===== config.mk =====
export PLATFORM = sky130hd
export DESIGN_NAME = vidTimingGen
export DESIGN_NICKNAME = d
export VERILOG_FILES = /design/src/rtl/vtg_pkg.sv /design/src/rtl/vtg_ctrl.sv /design/src/rtl/vtg_datapath.sv /design/src/rtl/vidTimingGen.sv
export SDC_FILE = /design/constraint.sdc
export NUM_CORES = 1
export LEC_CHECK = 0
export ABC_CLOCK_PERIOD_IN_PS = 5300
export BUFFER_PORTS_ARGS = -buffer_cell sky130_fd_sc_hd__clkbuf_2
export CAP_MARGIN = 30
export CORE_MARGIN = 2
export CORE_UTILIZATION = 61
export DETAILED_ROUTE_END_ITERATION = 16
export MAX_ROUTING_LAYER = met4
export PLACE_DENSITY_LB_ADDON = 0.05
export SLEW_MARGIN = 25
export SYNTH_ARGS = -nofsm -noshare
export SYNTH_HDL_FRONTEND = slang
export SYNTH_SLANG_ARGS = --single-unit
export TNS_END_PERCENT = 30

===== constraint.sdc =====
create_clock -name clk -period 5.3 [get_ports clk]
set_input_delay 0.265 -clock clk [delete_from_list [all_inputs] [get_ports clk]]
set_output_delay 0.265 -clock clk [all_outputs]
set_load 0.005 [all_outputs]

===== src/rtl/vtg_pkg.sv =====
package vtg_pkg;

  typedef enum logic [1:0] {H_SYNC = 2'd0, H_BP = 2'd1, H_ACTFP = 2'd2} hReg_e;
  typedef enum logic [1:0] {V_SYNC = 2'd0, V_BP = 2'd1, V_ACT = 2'd2, V_FP = 2'd3} vReg_e;

  // strobes from the sequencer to the counters
  typedef struct packed {
    logic run;
    logic load;
    logic incH;
    logic incLine;
  } ctlStrobe_t;

  // position flags returned by the counters
  typedef struct packed {
    logic lineLast;
    logic frameLast;
  } dpStatus_t;

endpackage


===== src/rtl/vtg_ctrl.sv =====
module vtg_ctrl
  import vtg_pkg::*;
(
  input  logic       clk,
  input  logic       rstN,
  input  logic       enable,
  input  dpStatus_t  stat,
  output ctlStrobe_t strb
);

  typedef enum logic {S_IDLE = 1'b0, S_RUN = 1'b1} seqState_e;
  seqState_e state;

  always_ff @(posedge clk) begin
    if (!rstN) state <= S_IDLE;
    else       state <= enable ? S_RUN : S_IDLE;
  end

  always_comb begin
    strb         = '0;
    strb.run     = (state == S_RUN);
    strb.load    = enable && ((state == S_IDLE) || stat.frameLast);
    strb.incLine = strb.run && stat.lineLast && !stat.frameLast;
    strb.incH    = strb.run && !stat.lineLast;
  end

endmodule


===== src/rtl/vtg_datapath.sv =====
module vtg_datapath
  import vtg_pkg::*;
#(
  parameter int HW = 12,
  parameter int VW = 11
) (
  input  logic          clk,
  input  logic          rstN,
  input  ctlStrobe_t    strb,
  input  logic [HW-1:0] cfgHsa,
  input  logic [HW-1:0] cfgHbp,
  input  logic [HW-1:0] cfgHline,
  input  logic [VW-1:0] cfgVsa,
  input  logic [VW-1:0] cfgVbp,
  input  logic [VW-1:0] cfgVact,
  input  logic [VW-1:0] cfgVfp,
  input  logic [3:0]    cfgLpEn,
  input  logic          cfgBtaEn,
  input  logic          cfgBurst,
  output dpStatus_t     stat,
  output logic          validQ,
  output logic [1:0]    hRegQ,
  output logic [1:0]    vRegQ,
  output logic          lineStartQ,
  output logic          lineEndQ,
  output logic          frameStartQ,
  output logic          frameEndQ,
  output logic          btaQ,
  output logic          lpOkQ,
  output logic          burstQ
);

  localparam int HCW = HW + 2;
  localparam int VCW = VW + 2;

  // shadow configuration, loaded only at frame start
  logic [HCW-1:0] hsaQ, bpEndQ, lineLenQ;
  logic [VCW-1:0] vb1Q, vb2Q, vb3Q, frameLinesQ;
  logic [3:0]     lpEnQ;
  logic           btaEnQ, burstEnQ;

  logic [HCW-1:0] hCnt;
  logic [VCW-1:0] lineCnt;

  logic [HCW-1:0] bpEndD, lineLenD;
  logic [VCW-1:0] vactEff, vb1D, vb2D, vb3D, frameD;

  always_comb begin
    bpEndD   = HCW'(cfgHsa) + HCW'(cfgHbp);
    lineLenD = (HCW'(cfgHline) > bpEndD) ? HCW'(cfgHline) : bpEndD;
    if (lineLenD == '0) lineLenD = HCW'(1);
    vactEff  = (cfgVact == '0) ? VCW'(1) : VCW'(cfgVact);
    vb1D     = VCW'(cfgVsa);
    vb2D     = vb1D + VCW'(cfgVbp);
    vb3D     = vb2D + vactEff;
    frameD   = vb3D + VCW'(cfgVfp);
  end

  always_ff @(posedge clk) begin
    if (!rstN) begin
      hsaQ <= '0; bpEndQ <= '0; lineLenQ <= HCW'(1);
      vb1Q <= '0; vb2Q <= '0; vb3Q <= '0; frameLinesQ <= VCW'(1);
      lpEnQ <= '0; btaEnQ <= 1'b0; burstEnQ <= 1'b0;
    end else if (strb.load) begin
      hsaQ <= HCW'(cfgHsa); bpEndQ <= bpEndD; lineLenQ <= lineLenD;
      vb1Q <= vb1D; vb2Q <= vb2D; vb3Q <= vb3D; frameLinesQ <= frameD;
      lpEnQ <= cfgLpEn; btaEnQ <= cfgBtaEn; burstEnQ <= cfgBurst;
    end
  end

  always_ff @(posedge clk) begin
    if (!rstN || strb.load || !strb.run) begin
      hCnt    <= '0;
      lineCnt <= '0;
    end else if (strb.incLine) begin
      hCnt    <= '0;
      lineCnt <= lineCnt + VCW'(1);
    end else if (strb.incH) begin
      hCnt    <= hCnt + HCW'(1);
    end
  end

  always_comb begin
    stat.lineLast  = (hCnt == lineLenQ - HCW'(1));
    stat.frameLast = stat.lineLast && (lineCnt == frameLinesQ - VCW'(1));
  end

  hReg_e hNow;
  vReg_e vNow;
  logic  lpNow;

  always_comb begin
    if (hCnt < hsaQ)        hNow = H_SYNC;
    else if (hCnt < bpEndQ) hNow = H_BP;
    else                    hNow = H_ACTFP;
    if (lineCnt < vb1Q)      vNow = V_SYNC;
    else if (lineCnt < vb2Q) vNow = V_BP;
    else if (lineCnt < vb3Q) vNow = V_ACT;
    else                     vNow = V_FP;
    unique case (vNow)
      V_SYNC:  lpNow = lpEnQ[0];
      V_BP:    lpNow = lpEnQ[1];
      V_ACT:   lpNow = lpEnQ[3] && (hNow == H_BP);
      default: lpNow = lpEnQ[2];
    endcase
  end

  always_ff @(posedge clk) begin
    if (!rstN || !strb.run) begin
      validQ <= 1'b0; hRegQ <= '0; vRegQ <= '0;
      lineStartQ <= 1'b0; lineEndQ <= 1'b0;
      frameStartQ <= 1'b0; frameEndQ <= 1'b0;
      btaQ <= 1'b0; lpOkQ <= 1'b0; burstQ <= 1'b0;
    end else begin
      validQ      <= 1'b1;
      hRegQ       <= hNow;
      vRegQ       <= vNow;
      lineStartQ  <= (hCnt == '0);
      lineEndQ    <= stat.lineLast;
      frameStartQ <= (hCnt == '0) && (lineCnt == '0);
      frameEndQ   <= stat.frameLast;
      btaQ        <= stat.frameLast && btaEnQ;
      lpOkQ       <= lpNow;
      burstQ      <= burstEnQ;
    end
  end

  // counters never run past the shadowed line and frame lengths
  assert_count_bound_R2: assert property (@(posedge clk) disable iff (!rstN)
    strb.run |-> (hCnt < lineLenQ) && (lineCnt < frameLinesQ));

  // shadow values move only on a frame-start load
  assert_shadow_hold_R10: assert property (@(posedge clk) disable iff (!rstN)
    !strb.load |=> $stable(lineLenQ) && $stable(frameLinesQ) && $stable(vb3Q));

endmodule


===== src/rtl/vidTimingGen.sv =====
module vidTimingGen
  import vtg_pkg::*;
#(
  parameter int HW = 12,
  parameter int VW = 11
) (
  input  logic          clk,
  input  logic          rstN,
  input  logic          enable,
  input  logic [HW-1:0] cfgHsa,
  input  logic [HW-1:0] cfgHbp,
  input  logic [HW-1:0] cfgHline,
  input  logic [VW-1:0] cfgVsa,
  input  logic [VW-1:0] cfgVbp,
  input  logic [VW-1:0] cfgVact,
  input  logic [VW-1:0] cfgVfp,
  input  logic [3:0]    cfgLpEn,
  input  logic          cfgBtaEn,
  input  logic          cfgBurst,
  output logic          timingValid,
  output logic [1:0]    hRegion,
  output logic [1:0]    vRegion,
  output logic          lineStart,
  output logic          lineEnd,
  output logic          frameStart,
  output logic          frameEnd,
  output logic          btaReq,
  output logic          lpOk,
  output logic          burstMode
);

  ctlStrobe_t strb;
  dpStatus_t  stat;

  vtg_ctrl uCtrl (
    .clk    (clk),
    .rstN   (rstN),
    .enable (enable),
    .stat   (stat),
    .strb   (strb)
  );

  vtg_datapath #(.HW(HW), .VW(VW)) uDp (
    .clk         (clk),
    .rstN        (rstN),
    .strb        (strb),
    .cfgHsa      (cfgHsa),
    .cfgHbp      (cfgHbp),
    .cfgHline    (cfgHline),
    .cfgVsa      (cfgVsa),
    .cfgVbp      (cfgVbp),
    .cfgVact     (cfgVact),
    .cfgVfp      (cfgVfp),
    .cfgLpEn     (cfgLpEn),
    .cfgBtaEn    (cfgBtaEn),
    .cfgBurst    (cfgBurst),
    .stat        (stat),
    .validQ      (timingValid),
    .hRegQ       (hRegion),
    .vRegQ       (vRegion),
    .lineStartQ  (lineStart),
    .lineEndQ    (lineEnd),
    .frameStartQ (frameStart),
    .frameEndQ   (frameEnd),
    .btaQ        (btaReq),
    .lpOkQ       (lpOk),
    .burstQ      (burstMode)
  );

  // a frame end is followed directly by the next frame start
  assert_frame_wrap_R6: assert property (@(posedge clk) disable iff (!rstN)
    frameEnd && $past(enable) |=> frameStart);

  // a line end inside a frame is followed by a line start
  assert_line_wrap_R5: assert property (@(posedge clk) disable iff (!rstN)
    lineEnd && !frameEnd && $past(enable) |=> lineStart);

  // two low enable samples leave the outputs quiet
  assert_idle_quiet_R1: assert property (@(posedge clk) disable iff (!rstN)
    !$past(enable) && !$past(enable, 2) |-> !timingValid && !frameStart && !lpOk);

endmodule


Word-level counts from Yosys, hierarchy flattened

Index checks and enable logic that the tools add are counted.

Word-level logic and storage cells: 76
Input port bits: 89
Register bits: 136
Output and inout bits: 12

Eq/ne operators: 5
Reduce and logical (&&, ||, !) cells: 22
Muxes and demuxes: 11
Magnitude comparators: 6
Add/subtract/negate cells: 8
Bitwise gates (word level): 1

Operator list:

| kind                  | count |
|---|---|
| $logic_not 14->1      | 2 |
| $mux 14               | 2 |
| $lt 13x13->1          | 2 |
| $add 14x1->14 const B | 1 |
| $eq 14x14->1          | 1 |
| $gt 12x14->1          | 1 |
| $lt 14x12->1          | 1 |
| $lt 14x14->1          | 1 |
| $sub 14x1->14 const B | 1 |
| $add 12x12->13        | 1 |
| $add 13x1->13 const B | 1 |
| $add 13x11->13        | 1 |
| $add 13x13->13        | 1 |
| $eq 13x13->1          | 1 |
| $logic_not 13->1      | 1 |
| $lt 13x11->1          | 1 |
| $sub 13x1->13 const B | 1 |
| $add 11x11->12        | 1 |
| $logic_not 11->1      | 1 |
| $mux 11               | 1 |
| $logic_and 1x1->1     | 8 |
| $mux 2                | 4 |
| $eq 2x1->1 const B    | 2 |
| $logic_not 1->1       | 4 |
| 7 further kinds       | 12 |

Logic depth before layout (Yosys ltp)

Depth in word-level cells: 8
Depth in mapped cells: 21
Gate-level depth less buffers: 21

Hierarchy

From an unflattened synthesis, not the netlist that was laid out.

Cells, all modules: 1,145
Area total of the unflattened synthesis: 9,658.0 µm²

Modules (own cells, without submodules):

| module       | sequential area each (µm²) | area each (µm²) | cells an instance | times used |
|---|---|---|---|---|
| vtg_datapath | 2,642.5                    | 9,598.0         | 1,138             | 1 |
| vtg_ctrl     | 20.0                       | 60.1            | 7                 | 1 |

Worst setup path before layout

No wires, ideal clock.

Path type: input port to flip-flop
From: in cfgVsa[0]
To: reg uDp.frameLinesQ[12]
Library setup time: 0.123 ns
Path slack: 1.015 ns
Arrival time: 4.162 ns
Data required time: 5.177 ns
Stages: 19
Path buffers: 0
Path through: ha_1 -> fa_1 -> a21o_1 -> a21oi_1 -> o21bai_1 -> a2111oi_0 -> or3_1 -> xnor2_1 -> ha_1 -> nand3_1 -> o311ai_0 -> xor2_1 -> ha_1 -> a21oi_1 -> o22ai_1 -> a211oi_1 -> a21oi_1 -> o22ai_1 -> o22ai_1

Cells in the longest elaborated chain, start to end: 3

RTL lines:

| what                 | line               | text |
|---|---|---|
| from (decl)          | vidTimingGen.sv:13 | `input logic [VW-1:0] cfgVsa,` |
| $add 11x11->12       | vtg_datapath.sv:54 | `vb2D = vb1D + VCW'(cfgVbp);` |
| via uDp.vb2D[8]      | vtg_datapath.sv:46 | `logic [VCW-1:0] vactEff, vb1D, vb2D, vb3D, frameD;` |
| $add 13x13->13       | vtg_datapath.sv:55 | `vb3D = vb2D + vactEff;` |
| via uDp.vb3D[9]      | vtg_datapath.sv:46 |  |
| $add 13x11->13       | vtg_datapath.sv:56 | `frameD = vb3D + VCW'(cfgVfp);` |
| to (signal assigned) | vtg_datapath.sv:66 | `vb1Q <= vb1D; vb2Q <= vb2D; vb3Q <= vb3D; frameLinesQ <= frameD;` |
| to (decl)            | vtg_datapath.sv:38 | `logic [VCW-1:0] vb1Q, vb2Q, vb3Q, frameLinesQ;` |

The timed path passes the listed nets, and every way through them passes these cells.
A chain may end at the register's enable or synchronous reset.

Final worst setup path

Ends and elaborated chain as after synthesis.

==> metrics.md <==
| Metric | Value |
|---|---|
| Status | `finished clean` |
| Vias | `8865` |
| Max Cap Viol | `0` |
| Fill cell count | `between 1k and 1.5k` |
| Post-route DRC violation count | `0` |
| GR Util All Layers | `between 30% and 40%` |
| Mean post-synth cell area | `8.258 um^2` |
| Slew margin rel. | `33.62%` |
| GR Overflow Total | `0` |
| Vias per inst | `roughly 5.9` |
| Die Wd | `about 130 um` |
| Global-route wire length before repair | `between 40000 and 50000 um` |
| Placed cell count | `~1.5k` |
| Fin. max-slew vios | `0` |
| # hold bufs at CTS | `0` |
| Antenna Cells | `0` |
| Fraction of layout cells with a size suffix above 1 | `approximately an eighth` |
| CTS Buf Count | `17` |
| Yosys cell types | `a little over 70` |
| Ys Warns | `0` |
| CP Capture Type | `register` |
| Critical path launch point type | `primary input` |
| Core Rows | `46` |
| Initial Util | `62.47%` |
| Crit Path Max Fanout | `4` |
| Net count, final | `1490` |
| CTS tree | `yes` |
| Dpl cell area | `around 0.011 mm^2` |
| DRT antenna net count | `0` |
| Num ports | `101` |
| Final setup violating endpoints | `0` |
| Post-synthesis net count | `roughly 1.4k` |
| Achievable Freq | `210.6 MHz` |
| Setup CP Type | `primary input to register` |
| Clock Latency Late Sink | `about 430 ps` |
| CP Data Arrival Time | `between 5000 and 6000 ps` |
| Pre-Repair DR Iteration Count | `5` |
| Cell depth of the worst min-delay path | `3` |
| Placement Setup Slack | `between 300 and 400 ps` |
| Finished Cell Area | `about 0.011 mm^2` |
| Area grow syn2layout | `11.28%` |
| Worst Path Required | `between 5000 and 6000 ps` |
| Crit-path cells | `clkbuf_2 -> ha_1 -> fa_1 -> a21o_1 -> a21oi_1 -> o21bai_1 -> a2111oi_0 -> or3_1 -> xnor2_1 -> ha_1 -> nand3_1 -> o311ai_0 -> xor2_1 -> ha_1 -> a21oi_1 -> o22ai_1 -> a211oi_1 -> a21oi_1 -> o22ai_1 -> o22ai_1` |
| Synth area leader | `dfxtp_1` |
| Largest net degree at the start of global routing | `59` |
| Clock root buffer | `clkbuf_16` |
| Initial antenna violation count | `0` |
| CTS Buffer Depth | `2` |
| Synth Cell Area | `about 0.01 mm^2` |
| Max Used Layer | `met4` |
| WL met3 | `approximately 1500 um` |
| Met1 WL | `approximately 12000 um` |
| Top cell type's share of synthesized area | `between 20% and 30%` |
| HP Class | `primary input to register` |
| # port buffers | `100` |
| Final Non-Filler Cells | `roughly 1.5k` |
| Number of global-route vias before repair | `between 8k and 9k` |
| Pleak | `approximately 4.8 nW` |
| Area of the core | `between 0.015 and 0.02 mm^2` |
| Hold wc startpoint | `cfgLpEn[0]` |
| Hpwl dp | `approximately 19000 um` |
| Setup Skew | `between 10 and 15 ps` |
| Count leader, synth | `nor2_1` |
| Period minus WS final | `4747 ps` |
| Fin worst setup slack | `roughly 550 ps` |
| WL/cell | `~17 um` |
| Register area share after synthesis | `about a quarter` |
| Peak VDD IR | `around 230 uV` |
| Gpl congestion | `between 0.9 and 1` |
| Synth top cells by count | `nor2_1 (156), dfxtp_1 (133), ha_1 (120)` |
| Total Die Area | `about 0.017 mm^2` |
| Slowest stage delay, CP | `between 500 and 600 ps` |
| Hold_ws | `73.51 ps` |
| #FFs+latches synth | `approximately 130` |
| Reg clk slew, reported paths | `60 ps` |
| Syn Inst Count | `between 1k and 1.5k` |
| Final hold violation count | `0` |
| Initial drt markers | `~630` |
| Ys async rst share | `0%` |
| Worst reg-to-reg path cell count | `11` |
| Worst path slowest cell | `a2111oi_0` |
| Top_reg_cell synth | `dfxtp_1` |
| Die height | `~130 um` |
| Pwr Density | `between 300 and 400 mW/mm^2` |
| Reg2reg end | `uDp.vb1Q[5]` |
| Register area | `between 0.002 and 0.003 mm^2` |
| Post-CTS Setup Inserts | `0` |
| Post-CTS Resized | `0` |
| Final WL | `25410 um` |
| Clock Sink Count | `roughly 130` |
| R2R Setup Slk | `1180 ps` |
| RSZ-0062 raised after global routing | `no` |
| Setup Total Neg Slack | `0 ps` |
| EDFF count, synth | `0` |
| H-tree depth | `4` |
| Period Utilization, post-route | `between 80% and 90%` |
| Area of the multi-input gates | `0.006668 mm^2` |
| Worst-margin pin slew | `around 1000 ps` |
| WHS Endpoint | `uDp.lpEnQ[0]` |
| Top cells by area, synth | `dfxtp_1 (27%), ha_1 (15%), mux2i_1 (6.7%)` |
| RR Startpoint | `uDp.lineLenQ[0]` |
| Routed wl met2 | `around 11000 um` |
[power by group]
part           leakage [nW]  switching, W  internal, W
Clock                 0.267      0.000458     0.000646
Combinational          3.48      0.000800     0.000584
Sequential             1.09     0.0000869      0.00109
[placed cells by master, fill, tap and decap left out, types with 9 or more instances in the layout]
| master | n |
|---|---|
| nor4_1 | 21 |
| clkbuf_16 | 17 |
| ha_1 | 120 |
| nand3_1 | 21 |
| mux2i_1 | 67 |
| a21oi_1 | 66 |
| or4_1 | 10 |
| nor3_1 | 26 |
| nand2b_1 | 12 |
| nor2_1 | 156 |
| inv_1 | 97 |
| dfxtp_1 | 133 |
| nand4_1 | 12 |
| clkbuf_2 | 100 |
| nor2b_1 | 13 |
| a211oi_1 | 23 |
| xor2_1 | 28 |
| o21ai_0 | 35 |
| a21o_1 | 24 |
| and3_1 | 14 |
| and2_1 | 9 |
| xnor2_1 | 53 |
| or3_1 | 11 |
| nand2_1 | 76 |
[final cells by class]
cell class	count	area share (%)
multi-input cells	923	60.16
inverters	98	3.342
well taps	216	2.438
repair buffers	104	5.012
clock buffers	21	4.335
clock inverters	11	0.6886
flip-flops and latches	133	24.02
[logic make-up after synthesis]
kind of cell / after synthesis / share of synthesized area, %
AND/OR/NAND/NOR: 414 / 20.48
AO/OA/AOI/OAI: 236 / 16.53
buffers and inverters: 150 / 6.407
flip-flops: 133 / 26.73
adder cells (fa/ha/maj): 124 / 15.88
XOR/XNOR: 81 / 7.123
multiplexers: 68 / 6.847
[layer usage]
metal  vias up  track usage [%]
met3        37            4.806
met1      4154            43.30
met2       253            46.16
li1       4421                -
met4         0            8.877
met5         -                -
[worst max-delay path by stage]
stage	startpoint	cells past startpoint	slack, ps	end
after floorplan	cfgVsa[0]	19	1020	uDp.frameLinesQ[12]
after CTS	cfgVsa[0]	20	600	uDp.frameLinesQ[12]
after global routing	cfgVsa[0]	20	160	uDp.frameLinesQ[12]
after global placement	cfgVsa[0]	20	460	uDp.frameLinesQ[12]
after detailed placement	cfgVsa[0]	20	310	uDp.frameLinesQ[12]
final	cfgVsa[0]	20	550	uDp.frameLinesQ[12]
[critical path, delay by kind of cell]
family / cells / cell delay [ps]
buffers and inverters: 1 / 90
XOR/XNOR: 2 / 470
adder cells (fa/ha/maj): 4 / 1310
AND/OR/NAND/NOR: 2 / 350
AO/OA/AOI/OAI: 11 / 2550
[sequential cells by signal, summed over array words and instances (netlist names), 2 cells and up]
| signal | flops |
|---|---|
| uDp.vb1Q | 11 |
| uDp.bpEndQ | 13 |
| uDp.hRegQ | 2 |
| uDp.vRegQ | 2 |
| uDp.vb2Q | 12 |
| uDp.hsaQ | 12 |
| uDp.vb3Q | 13 |
| uDp.lineLenQ | 13 |
| uDp.lineCnt | 13 |
| uDp.frameLinesQ | 13 |
| uDp.lpEnQ | 4 |
| uDp.hCnt | 14 |
[per-stage QoR]
stage	power [W]	utilization (%)
detailed placement	0.002558	66.03
global route	0.003904	69.52
finish	0.003668	69.52
floorplan	0.002244	-
global placement	0.002529	66.01
CTS	0.003672	69.52
No activity file was read; power rests on OpenSTA's default activity.
